--- src/rtl/tmr16_pkg.sv ---
package tmr16_pkg;
  localparam int TW = 16;
  localparam logic [TW-1:0] MAXV  = {TW{1'b1}};
  localparam logic [TW-1:0] FIX8  = TW'((1 << 8) - 1);
  localparam logic [TW-1:0] FIX9  = TW'((1 << 9) - 1);
  localparam logic [TW-1:0] FIX10 = TW'((1 << 10) - 1);

  localparam logic [2:0] MD_FIX8 = 3'd0;
  localparam logic [2:0] MD_FIX9 = 3'd1;
  localparam logic [2:0] MD_FIX10 = 3'd2;
  localparam logic [2:0] MD_CMPA = 3'd3;
  localparam logic [2:0] MD_CAPR = 3'd4;

  // Wrap point for a given mode
  function automatic logic [TW-1:0] top_of(input logic [2:0] md,
                                           input logic [TW-1:0] cmpa,
                                           input logic [TW-1:0] capr);
    case (md)
      MD_FIX8:  top_of = FIX8;
      MD_FIX9:  top_of = FIX9;
      MD_FIX10: top_of = FIX10;
      MD_CMPA:  top_of = cmpa;
      MD_CAPR:  top_of = capr;
      default:  top_of = MAXV;
    endcase
  endfunction

  // Next count on a tick: wrap at TOP or at MAX, else increment
  function automatic logic [TW-1:0] next_count(input logic [TW-1:0] cur,
                                               input logic [TW-1:0] top);
    if (cur == top || cur == MAXV) next_count = '0;
    else next_count = cur + TW'(1);
  endfunction
endpackage

--- src/rtl/tmr16_topsrc.sv ---
module tmr16_topsrc
  import tmr16_pkg::*;
(
  input  logic          clk,
  input  logic          rst_n,
  input  logic [2:0]    mode,
  input  logic          cmpa_we,
  input  logic [TW-1:0] cmpa_wdata,
  input  logic          capr_we,
  input  logic [TW-1:0] capr_wdata,
  input  logic          wrap_evt,
  output logic [TW-1:0] top_val,
  output logic [TW-1:0] cmpa_act
);
  logic [TW-1:0] cmpa_hold, hold_nxt, capr_q;
  logic          buffered;

  assign buffered = (mode == MD_CMPA);
  assign hold_nxt = cmpa_we ? cmpa_wdata : cmpa_hold;

  always_ff @(posedge clk) begin
    if (!rst_n) begin
      cmpa_hold <= '0;
      cmpa_act  <= '0;
      capr_q    <= '0;
    end else begin
      cmpa_hold <= hold_nxt;
      if (!buffered) cmpa_act <= hold_nxt;
      else if (wrap_evt) cmpa_act <= cmpa_hold;
      if (capr_we) capr_q <= capr_wdata;
    end
  end

  assign top_val = top_of(mode, cmpa_act, capr_q);

  // in buffered mode the active value only moves at a wrap
  p_buffered_r4: assert property (@(posedge clk) disable iff (!rst_n)
    (buffered && !wrap_evt) |=> $stable(cmpa_act));
  // capture write is visible next cycle
  p_capr_write_r5: assert property (@(posedge clk) disable iff (!rst_n)
    (capr_we && mode == MD_CAPR) |=> (mode != MD_CAPR || top_val == $past(capr_wdata)));
endmodule

--- src/rtl/tmr16_core.sv ---
module tmr16_core
  import tmr16_pkg::*;
(
  input  logic          clk,
  input  logic          rst_n,
  input  logic          tick,
  input  logic [TW-1:0] top_val,
  input  logic [TW-1:0] cmpa_act,
  output logic [TW-1:0] count,
  output logic          top_strobe,
  output logic          wrap_evt,
  output logic          ovf_evt,
  output logic          match_evt
);
  logic at_top;

  assign at_top    = (count == top_val);
  assign ovf_evt   = tick && (count == MAXV);
  assign wrap_evt  = tick && (at_top || count == MAXV);
  assign match_evt = tick && (count == cmpa_act);

  always_ff @(posedge clk) begin
    if (!rst_n) begin
      count      <= '0;
      top_strobe <= 1'b0;
    end else begin
      top_strobe <= tick && at_top;
      if (tick) count <= next_count(count, top_val);
    end
  end

  // no tick, no movement
  p_hold_r2: assert property (@(posedge clk) disable iff (!rst_n)
    !tick |=> $stable(count));
  // a tick at TOP returns to bottom with a strobe
  p_wrap_to_bottom_r3: assert property (@(posedge clk) disable iff (!rst_n)
    (tick && at_top) |=> (count == '0 && top_strobe));
  // above TOP but below MAX the counter still increments
  p_above_top_r7: assert property (@(posedge clk) disable iff (!rst_n)
    (tick && count > top_val && count != MAXV) |=> (count == $past(count) + TW'(1)));
  // from MAX the counter goes to zero
  p_max_wrap_r7: assert property (@(posedge clk) disable iff (!rst_n)
    ovf_evt |=> (count == '0));
endmodule

--- src/rtl/tmr16_flags.sv ---
module tmr16_flags (
  input  logic       clk,
  input  logic       rst_n,
  input  logic       ovf_evt,
  input  logic       match_evt,
  input  logic [1:0] flag_clr,
  output logic       cmpa_flag,
  output logic       ovf_flag
);
  always_ff @(posedge clk) begin
    if (!rst_n) begin
      cmpa_flag <= 1'b0;
      ovf_flag  <= 1'b0;
    end else begin
      if (match_evt) cmpa_flag <= 1'b1;
      else if (flag_clr[0]) cmpa_flag <= 1'b0;
      if (ovf_evt) ovf_flag <= 1'b1;
      else if (flag_clr[1]) ovf_flag <= 1'b0;
    end
  end

  // overflow event always leaves the flag set
  p_ovf_set_r8: assert property (@(posedge clk) disable iff (!rst_n)
    ovf_evt |=> ovf_flag);
  p_ovf_sticky_r8: assert property (@(posedge clk) disable iff (!rst_n)
    (ovf_flag && !flag_clr[1]) |=> ovf_flag);
  // match event always leaves the flag set
  p_match_set_r9: assert property (@(posedge clk) disable iff (!rst_n)
    match_evt |=> cmpa_flag);
  p_match_sticky_r9: assert property (@(posedge clk) disable iff (!rst_n)
    (cmpa_flag && !flag_clr[0]) |=> cmpa_flag);
endmodule

--- src/rtl/tmr16_topsel.sv ---
module tmr16_topsel
  import tmr16_pkg::*;
(
  input  logic          clk,
  input  logic          rst_n,
  input  logic          tick,
  input  logic [2:0]    mode,
  input  logic          cmpa_we,
  input  logic [TW-1:0] cmpa_wdata,
  input  logic          capr_we,
  input  logic [TW-1:0] capr_wdata,
  input  logic [1:0]    flag_clr,
  output logic [TW-1:0] count,
  output logic          cmpa_flag,
  output logic          ovf_flag,
  output logic          top_strobe
);
  logic [TW-1:0] top_val, cmpa_act;
  logic          wrap_evt, ovf_evt, match_evt;

  tmr16_topsrc u_src (
    .clk(clk), .rst_n(rst_n), .mode(mode),
    .cmpa_we(cmpa_we), .cmpa_wdata(cmpa_wdata),
    .capr_we(capr_we), .capr_wdata(capr_wdata),
    .wrap_evt(wrap_evt), .top_val(top_val), .cmpa_act(cmpa_act)
  );

  tmr16_core u_core (
    .clk(clk), .rst_n(rst_n), .tick(tick),
    .top_val(top_val), .cmpa_act(cmpa_act),
    .count(count), .top_strobe(top_strobe),
    .wrap_evt(wrap_evt), .ovf_evt(ovf_evt), .match_evt(match_evt)
  );

  tmr16_flags u_flags (
    .clk(clk), .rst_n(rst_n), .ovf_evt(ovf_evt), .match_evt(match_evt),
    .flag_clr(flag_clr), .cmpa_flag(cmpa_flag), .ovf_flag(ovf_flag)
  );

  // reset state as seen at the ports
  p_reset_r1: assert property (@(posedge clk)
    !rst_n |=> (count == '0 && !cmpa_flag && !ovf_flag && !top_strobe));
endmodule

--- config.mk ---
export PLATFORM = sky130hd
export DESIGN_NAME = tmr16_topsel
export DESIGN_NICKNAME = d
export VERILOG_FILES = /design/src/rtl/tmr16_pkg.sv /design/src/rtl/tmr16_topsrc.sv /design/src/rtl/tmr16_core.sv /design/src/rtl/tmr16_flags.sv /design/src/rtl/tmr16_topsel.sv
export SDC_FILE = /design/constraint.sdc
export NUM_CORES = 1
export LEC_CHECK = 0
export BUFFER_PORTS_ARGS = -buffer_cell sky130_fd_sc_hd__buf_2
export CAP_MARGIN = 30
export CORE_ASPECT_RATIO = 0.6
export CORE_MARGIN = 2
export CORE_UTILIZATION = 45
export DETAILED_ROUTE_END_ITERATION = 8
export PLACE_DENSITY = 0.66
export SYNTH_ARGS = -nofsm -noshare
export SYNTH_HDL_FRONTEND = slang
export SYNTH_SLANG_ARGS = --single-unit
--- constraint.sdc ---
create_clock -name clk -period 5.9 [get_ports clk]
set_input_delay 0.59 -clock clk [delete_from_list [all_inputs] [get_ports clk]]
set_output_delay 0.59 -clock clk [all_outputs]
set_load 0.01 [all_outputs]
### Word-level counts from Yosys, hierarchy flattened

Cells that the tools add are included.

| word-level totals | value |
|---|---|
| word-level logic and storage cells | 33 |
| bits in registers | 67 |
| bits of input ports | 42 |
| output and inout bits | 19 |

| operators by class | value |
|---|---|
| eq/ne operators | 8 |
| reductions and logical operators | 8 |
| muxes and demuxes | 9 |
| $add $sub $neg | 1 |

Operators with widths:

| kind | number |
|---|---|
| 16-bit one-hot mux with 5 select lines | 1 |
| 16-bit 2-to-1 mux | 4 |
| 16-bit equality test | 2 |
| 16-bit by 1-bit adder with 16-bit output (second input constant) | 1 |
| 16-bit equality test (second input constant) | 1 |
| 3-bit by 2-bit equality test with 1-bit output (second input constant) | 2 |
| 1-bit logical AND | 4 |
| 1-bit 2-to-1 mux | 4 |
| 2-bit nonzero test | 2 |
| 3-bit by 1-bit equality test with 1-bit output (second input constant) | 1 |
| 3-bit equality test (second input constant) | 1 |
| 3-bit logical NOT | 1 |
| 2-bit by 1-bit inequality test with 1-bit output (second input constant) | 1 |
| 1-bit logical OR | 1 |

### Depth between registers and ports, before layout

| depth | value |
|---|---|
| depth after elaboration | 7 |
| gate-level depth with buffers | 12 |
| gate-level depth less buffers | 7 |

### Modules after synthesis

A second synthesis with hierarchy kept.

| second synthesis, totals | value |
|---|---|
| cells, all modules | 386 |
| area, all modules | 3508.4 um2 |

Modules (own cells, without submodules):

| module | cells an instance | area an instance (um2) | instances | sequential area each (um2) |
|---|---|---|---|---|
| tmr16_topsrc | 234 | 2222.1 | 1 | 960.9 |
| tmr16_core | 146 | 1203.7 | 1 | 340.3 |
| tmr16_flags | 6 | 82.6 | 1 | 40.0 |

### Worst setup path before layout

Ideal clock, no wire load.

| timing path | value |
|---|---|
| path kind | in2reg |
| start | in mode[1] |
| end | reg u_src.cmpa_act[10] |
| required time | 5785 ps |
| stages | 10 |
| setup time | 115 ps |
| path buffers | 3 |
| slack | 3270 ps |
| data arrival time | 2515 ps |
| path through | buf_2 -> or4b_1 -> and3_1 -> a211oi_1 -> and4b_1 -> buf_4 -> nand4_1 -> clkbuf_1 -> a21oi_1 -> nor2_1 |

| on the way | value |
|---|---|
| longest elaborated chain between the ends | 6 |

RTL lines:

| item | line | text |
|---|---|---|
| from (decl) | tmr16_topsel.sv:7 | `input logic [2:0] mode,` |
| 3-bit equality test, or another cell as far along | tmr16_pkg.sv:18 | `case (md)` |
| 16-bit one-hot mux with 5 select lines | tmr16_pkg.sv:18 |  |
| 16-bit equality test | tmr16_core.sv:17 | `assign at_top = (count == top_val);` |
| 1-bit logical OR | tmr16_core.sv:19 | `assign wrap_evt = tick && (at_top \|\| count == MAXV);` |
| 1-bit logical AND | tmr16_core.sv:19 |  |
| 2-bit by 1-bit inequality test with 1-bit output (no line) | - |  |
| to (signal assigned) | tmr16_topsrc.sv:28 | `if (!buffered) cmpa_act <= hold_nxt;` |
| to (signal assigned) | tmr16_topsrc.sv:29 | `else if (wrap_evt) cmpa_act <= cmpa_hold;` |
| to (decl) | tmr16_topsrc.sv:13 | `output logic [TW-1:0] cmpa_act` |

Parallel ways exist; a longest one is shown, timed or not.
A chain may end at the register's enable or synchronous reset.

### Worst setup path in the final report

| timing path | value |
|---|---|
| start | in mode[1] |
| end | reg u_core.count[12] |

| on the way | value |
|---|---|
| longest elaborated chain between the ends | 5 |

RTL lines:

| item | line | text |
|---|---|---|
| 3-bit equality test, or another cell as far along | tmr16_pkg.sv:18 |  |
| 16-bit one-hot mux with 5 select lines * | tmr16_pkg.sv:18 |  |
| 16-bit equality test * | tmr16_pkg.sv:31 | `if (cur == top \|\| cur == MAXV) next_count = '0;` |
| 1-bit logical OR * | tmr16_pkg.sv:31 |  |
| 16-bit 2-to-1 mux * | tmr16_pkg.sv:31 |  |
| to (signal assigned) | tmr16_core.sv:28 | `if (tick) count <= next_count(count, top_val);` |
| to (decl) | tmr16_core.sv:9 | `output logic [TW-1:0] count,` |

Mark *: on every way between the ends. The rest lies on a longest branch, timed or not.

==> load_flow_metrics.sql <==
INSERT INTO impl_metrics (metric_group, metric, value, unit) VALUES
('outcome', 'status', 'completed', ''),
('synthesis', 'synth_cell_type_count', '60', ''),
('final_layout', 'finish.net_count', '531', ''),
('global_routing', 'first_global_vias', '3219', ''),
('global_routing', 'global_route_congestion_overflow_total', '0', ''),
('timing', 'holdWs', '0.482', 'ns'),
('final_layout', 'syn_to_final_growth', '14.3', '%'),
('timing', 'maxSlewViolCount', '0', ''),
('routing', 'totalWireLength', '10500', 'um'),
('routing', 'remaining_drc_errors', '0', ''),
('timing', 'post-route-worst-setup-slack', '2.60', 'ns'),
('synthesis', 'synth_flop_cell', 'sky130_fd_sc_hd__dfxtp_1', ''),
('worst_hold_path', 'hold_path_depth', '2', ''),
('worst_hold_path', 'min_from', 'u_src.cmpa_hold[7]', ''),
('timing', 'fmax', '303', 'MHz'),
('worst_setup_path', 'timing_worst_setup_path_type', 'in -> reg', ''),
('worst_setup_path', 'worstPathRequired', '6.08', 'ns'),
('clock_network', 'ctsHoldBuffers', '0', ''),
('synthesis', 'synthesis.nets', '495', ''),
('global_routing', 'grt_usage', '0.225', ''),
('synthesis', 'synth_edf_count', '0', ''),
('worst_setup_path', 'worstReg2RegEnd', 'u_core.count[12]', ''),
('synthesis', 'netlist_top_cells_area', 'sky130_fd_sc_hd__dfxtp_1, sky130_fd_sc_hd__mux2i_1, sky130_fd_sc_hd__xnor2_1', ''),
('power_and_ir_drop', 'cellPowerDensity', '256', 'mW/mm2'),
('synthesis', 'synthDominantCellAreaShare', '0.344', ''),
('routing', 'dr.first_iter.drc_count', '278', ''),
('die', 'die_h', '76.1', 'um'),
('final_layout', 'finish.utilization', '0.527', ''),
('synthesis', 'synth-warning-count', '0', ''),
('synthesis', 'synth_async_sr_flop_share', '0', ''),
('timing', 'period_share', '0.559', ''),
('die', 'fp.dieW', '124', 'um'),
('routing', 'drt_pass1_iterations', '4', ''),
('flow_run', 'timing.max_cap.violations', '0', ''),
('clock_network', 'htreeDepth', '3', ''),
('worst_setup_path', 'crit_fanout', '36', ''),
('synthesis', 'yosys_register_bits', '67', ''),
('routing', 'routed_via_count', '3431', ''),
('power_and_ir_drop', 'overall_power_after_layout', '1.14', 'mW'),
('placed_design', 'place.port_buffers', '60', ''),
('final_layout', 'commonest_cells_after_routing_fill_and_taps_aside', 'sky130_fd_sc_hd__dfxtp_1, sky130_fd_sc_hd__buf_2, sky130_fd_sc_hd__nor2b_1', ''),
('timing', 'timing.slew.headroom', '0.449', ''),
('worst_setup_path', 'worst-r2r-setup-slack', '2.80', 'ns'),
('clock_network', 'cts.repair.resized', '0', ''),
('timing', 'timing.setup.tns', '0', 'ns'),
('clock_network', 'clkSlewWorstSetupHoldPaths', '0.05', 'ns'),
('power_and_ir_drop', 'static-leakage-power', '1.78', 'nW'),
('worst_setup_path', 'worst_reg2reg_path_length_in_cells', '7', ''),
('final_layout', 'share_of_final_layout_standard_cells_stronger_than_drive_strength_1', '0.176', ''),
('placed_design', 'dpl_worst_slack', '2.30', 'ns'),
('die', 'row_count', '26', ''),
('synthesis', 'syn_std_cell_area', '0.00390', 'mm2'),
('synthesis', 'post-synth-top-area-cell', 'sky130_fd_sc_hd__dfxtp_1', ''),
('worst_setup_path', 'startpoint_type', 'primary input', ''),
('timing', 'worstMarginPinSlew', '0.827', 'ns'),
('clock_network', 'ctsLongestPathBuffers', '2', ''),
('timing', 'grt_setup_unrepaired', 'false', ''),
('clock_network', 'tritoncts_num_sinks', '67', ''),
('timing', 'worst_clock_skew', '0.00359', 'ns'),
('die', 'core', '0.00846', 'mm2'),
('timing', 'timing_hold_violations_final', '0', ''),
('timing', 'finalCriticalPeriod', '3.30', 'ns'),
('synthesis', 'average_cell_area_after_synthesis', '8.63', 'um2'),
('power_and_ir_drop', 'vdd_ir_drop_max', '0.000143', 'V'),
('die', 'dieArea', '0.00946', 'mm2'),
('clock_network', 'clk-insertion-delay-late', '0.33', 'ns'),
('placed_design', 'routabilityCongestion', '0.969', ''),
('final_layout', 'layout_commonest_cell', 'sky130_fd_sc_hd__dfxtp_1', ''),
('clock_network', 'cts-buffers-inserted', '9', ''),
('worst_setup_path', 'worst_r2r_startpoint', 'u_core.count[8]', ''),
('global_routing', 'wire_length_of_the_first_global_routing_pass', '17100', 'um');
-- state kept, by name, summed over array words and instances, names as in the netlist --
signal / flops
u_core.top_strobe: 1
u_src.capr_q: 16
u_src.cmpa_act: 16
u_src.cmpa_hold: 16
u_core.count: 16
u_flags.cmpa_flag: 1
u_flags.ovf_flag: 1
-- worst max-delay path: stages --
cell	delay [ns]
sky130_fd_sc_hd__buf_2	0.45
sky130_fd_sc_hd__nor4bb_1	0.45
sky130_fd_sc_hd__or3_1	0.17
sky130_fd_sc_hd__nand4b_1	0.19
sky130_fd_sc_hd__nor4b_4	0.47
sky130_fd_sc_hd__a31oi_4	0.32
sky130_fd_sc_hd__o21ai_1	0.71
sky130_fd_sc_hd__nor2_1	0.12
-- logic make-up after synthesis --
family / synth area share
muxes: 0.0846
and+or+nand+nor: 0.238
xor gates and xnor gates: 0.0696
DFF: 0.344
adders and majority gates: 0.00321
buffers and inverters: 0.0564
AOI/OAI and AO/OA: 0.205
-- where the power goes --
part	switching (mW)	internal [mW]
clock	0.196	0.306
sequential	0.0250	0.475
combinational	0.0734	0.0680
total	0.295	0.849
-- cell usage after synthesis, types with 3 or more instances --
master / count
sky130_fd_sc_hd__o21a_1: 5
sky130_fd_sc_hd__a21o_1: 4
sky130_fd_sc_hd__nor3_1: 8
sky130_fd_sc_hd__inv_1: 10
sky130_fd_sc_hd__nor4_1: 3
sky130_fd_sc_hd__buf_2: 8
sky130_fd_sc_hd__a211oi_1: 3
sky130_fd_sc_hd__nand3_1: 7
sky130_fd_sc_hd__nand4b_1: 4
sky130_fd_sc_hd__xor2_1: 3
sky130_fd_sc_hd__o31a_1: 13
sky130_fd_sc_hd__o22ai_1: 6
sky130_fd_sc_hd__nor2b_1: 36
sky130_fd_sc_hd__o21bai_1: 13
sky130_fd_sc_hd__nand2b_1: 8
sky130_fd_sc_hd__nor2_1: 33
sky130_fd_sc_hd__o21ai_0: 21
sky130_fd_sc_hd__buf_6: 3
sky130_fd_sc_hd__clkbuf_1: 23
sky130_fd_sc_hd__a31oi_1: 3
sky130_fd_sc_hd__nand2_1: 17
sky130_fd_sc_hd__mux2i_1: 33
sky130_fd_sc_hd__and3_1: 8
sky130_fd_sc_hd__a21oi_1: 25
sky130_fd_sc_hd__a21boi_0: 5
sky130_fd_sc_hd__or3_1: 3
sky130_fd_sc_hd__dfxtp_1: 67
sky130_fd_sc_hd__nand4_1: 9
sky130_fd_sc_hd__xnor2_1: 28
-- worst max-delay path by stage --
stage                 start            endpoint  slack, ns  cells past startpoint
floorplan           mode[1]  u_src.cmpa_act[10]       3.27                     10
global placement    mode[1]    u_core.count[11]       2.47                      8
detailed placement  mode[1]    u_core.count[12]       2.30                      8
CTS                 mode[1]     u_core.count[9]       2.64                      8
global route        mode[1]     u_core.count[9]       2.30                      8
finish              mode[1]    u_core.count[12]       2.60                      8
-- per-stage QoR --
step,area (um2),instances
final,4460,605
after global routing,4460,605
after CTS,4460,605
after detailed placement,4180,589
after global placement,4170,588
after floorplan,3900,452
-- final cells by class --
class	instances	area, um2
sequential	67	1340
multi-input combinational	337	2340
timing repair buffer	62	315
tap	112	140
clock inverter	4	25.0
clock buffer	12	256
inverter	11	41.3
fill	824	4000
-- per-layer routing --
layer	GRT usage	up-vias	wire length [um]
met5	0	-	0
met4	0.0483	0	74
met3	0.0801	9	1110
met2	0.292	144	3920
met1	0.347	1579	5420
li1	-	1699	-
(Power assumes the default switching activity.)
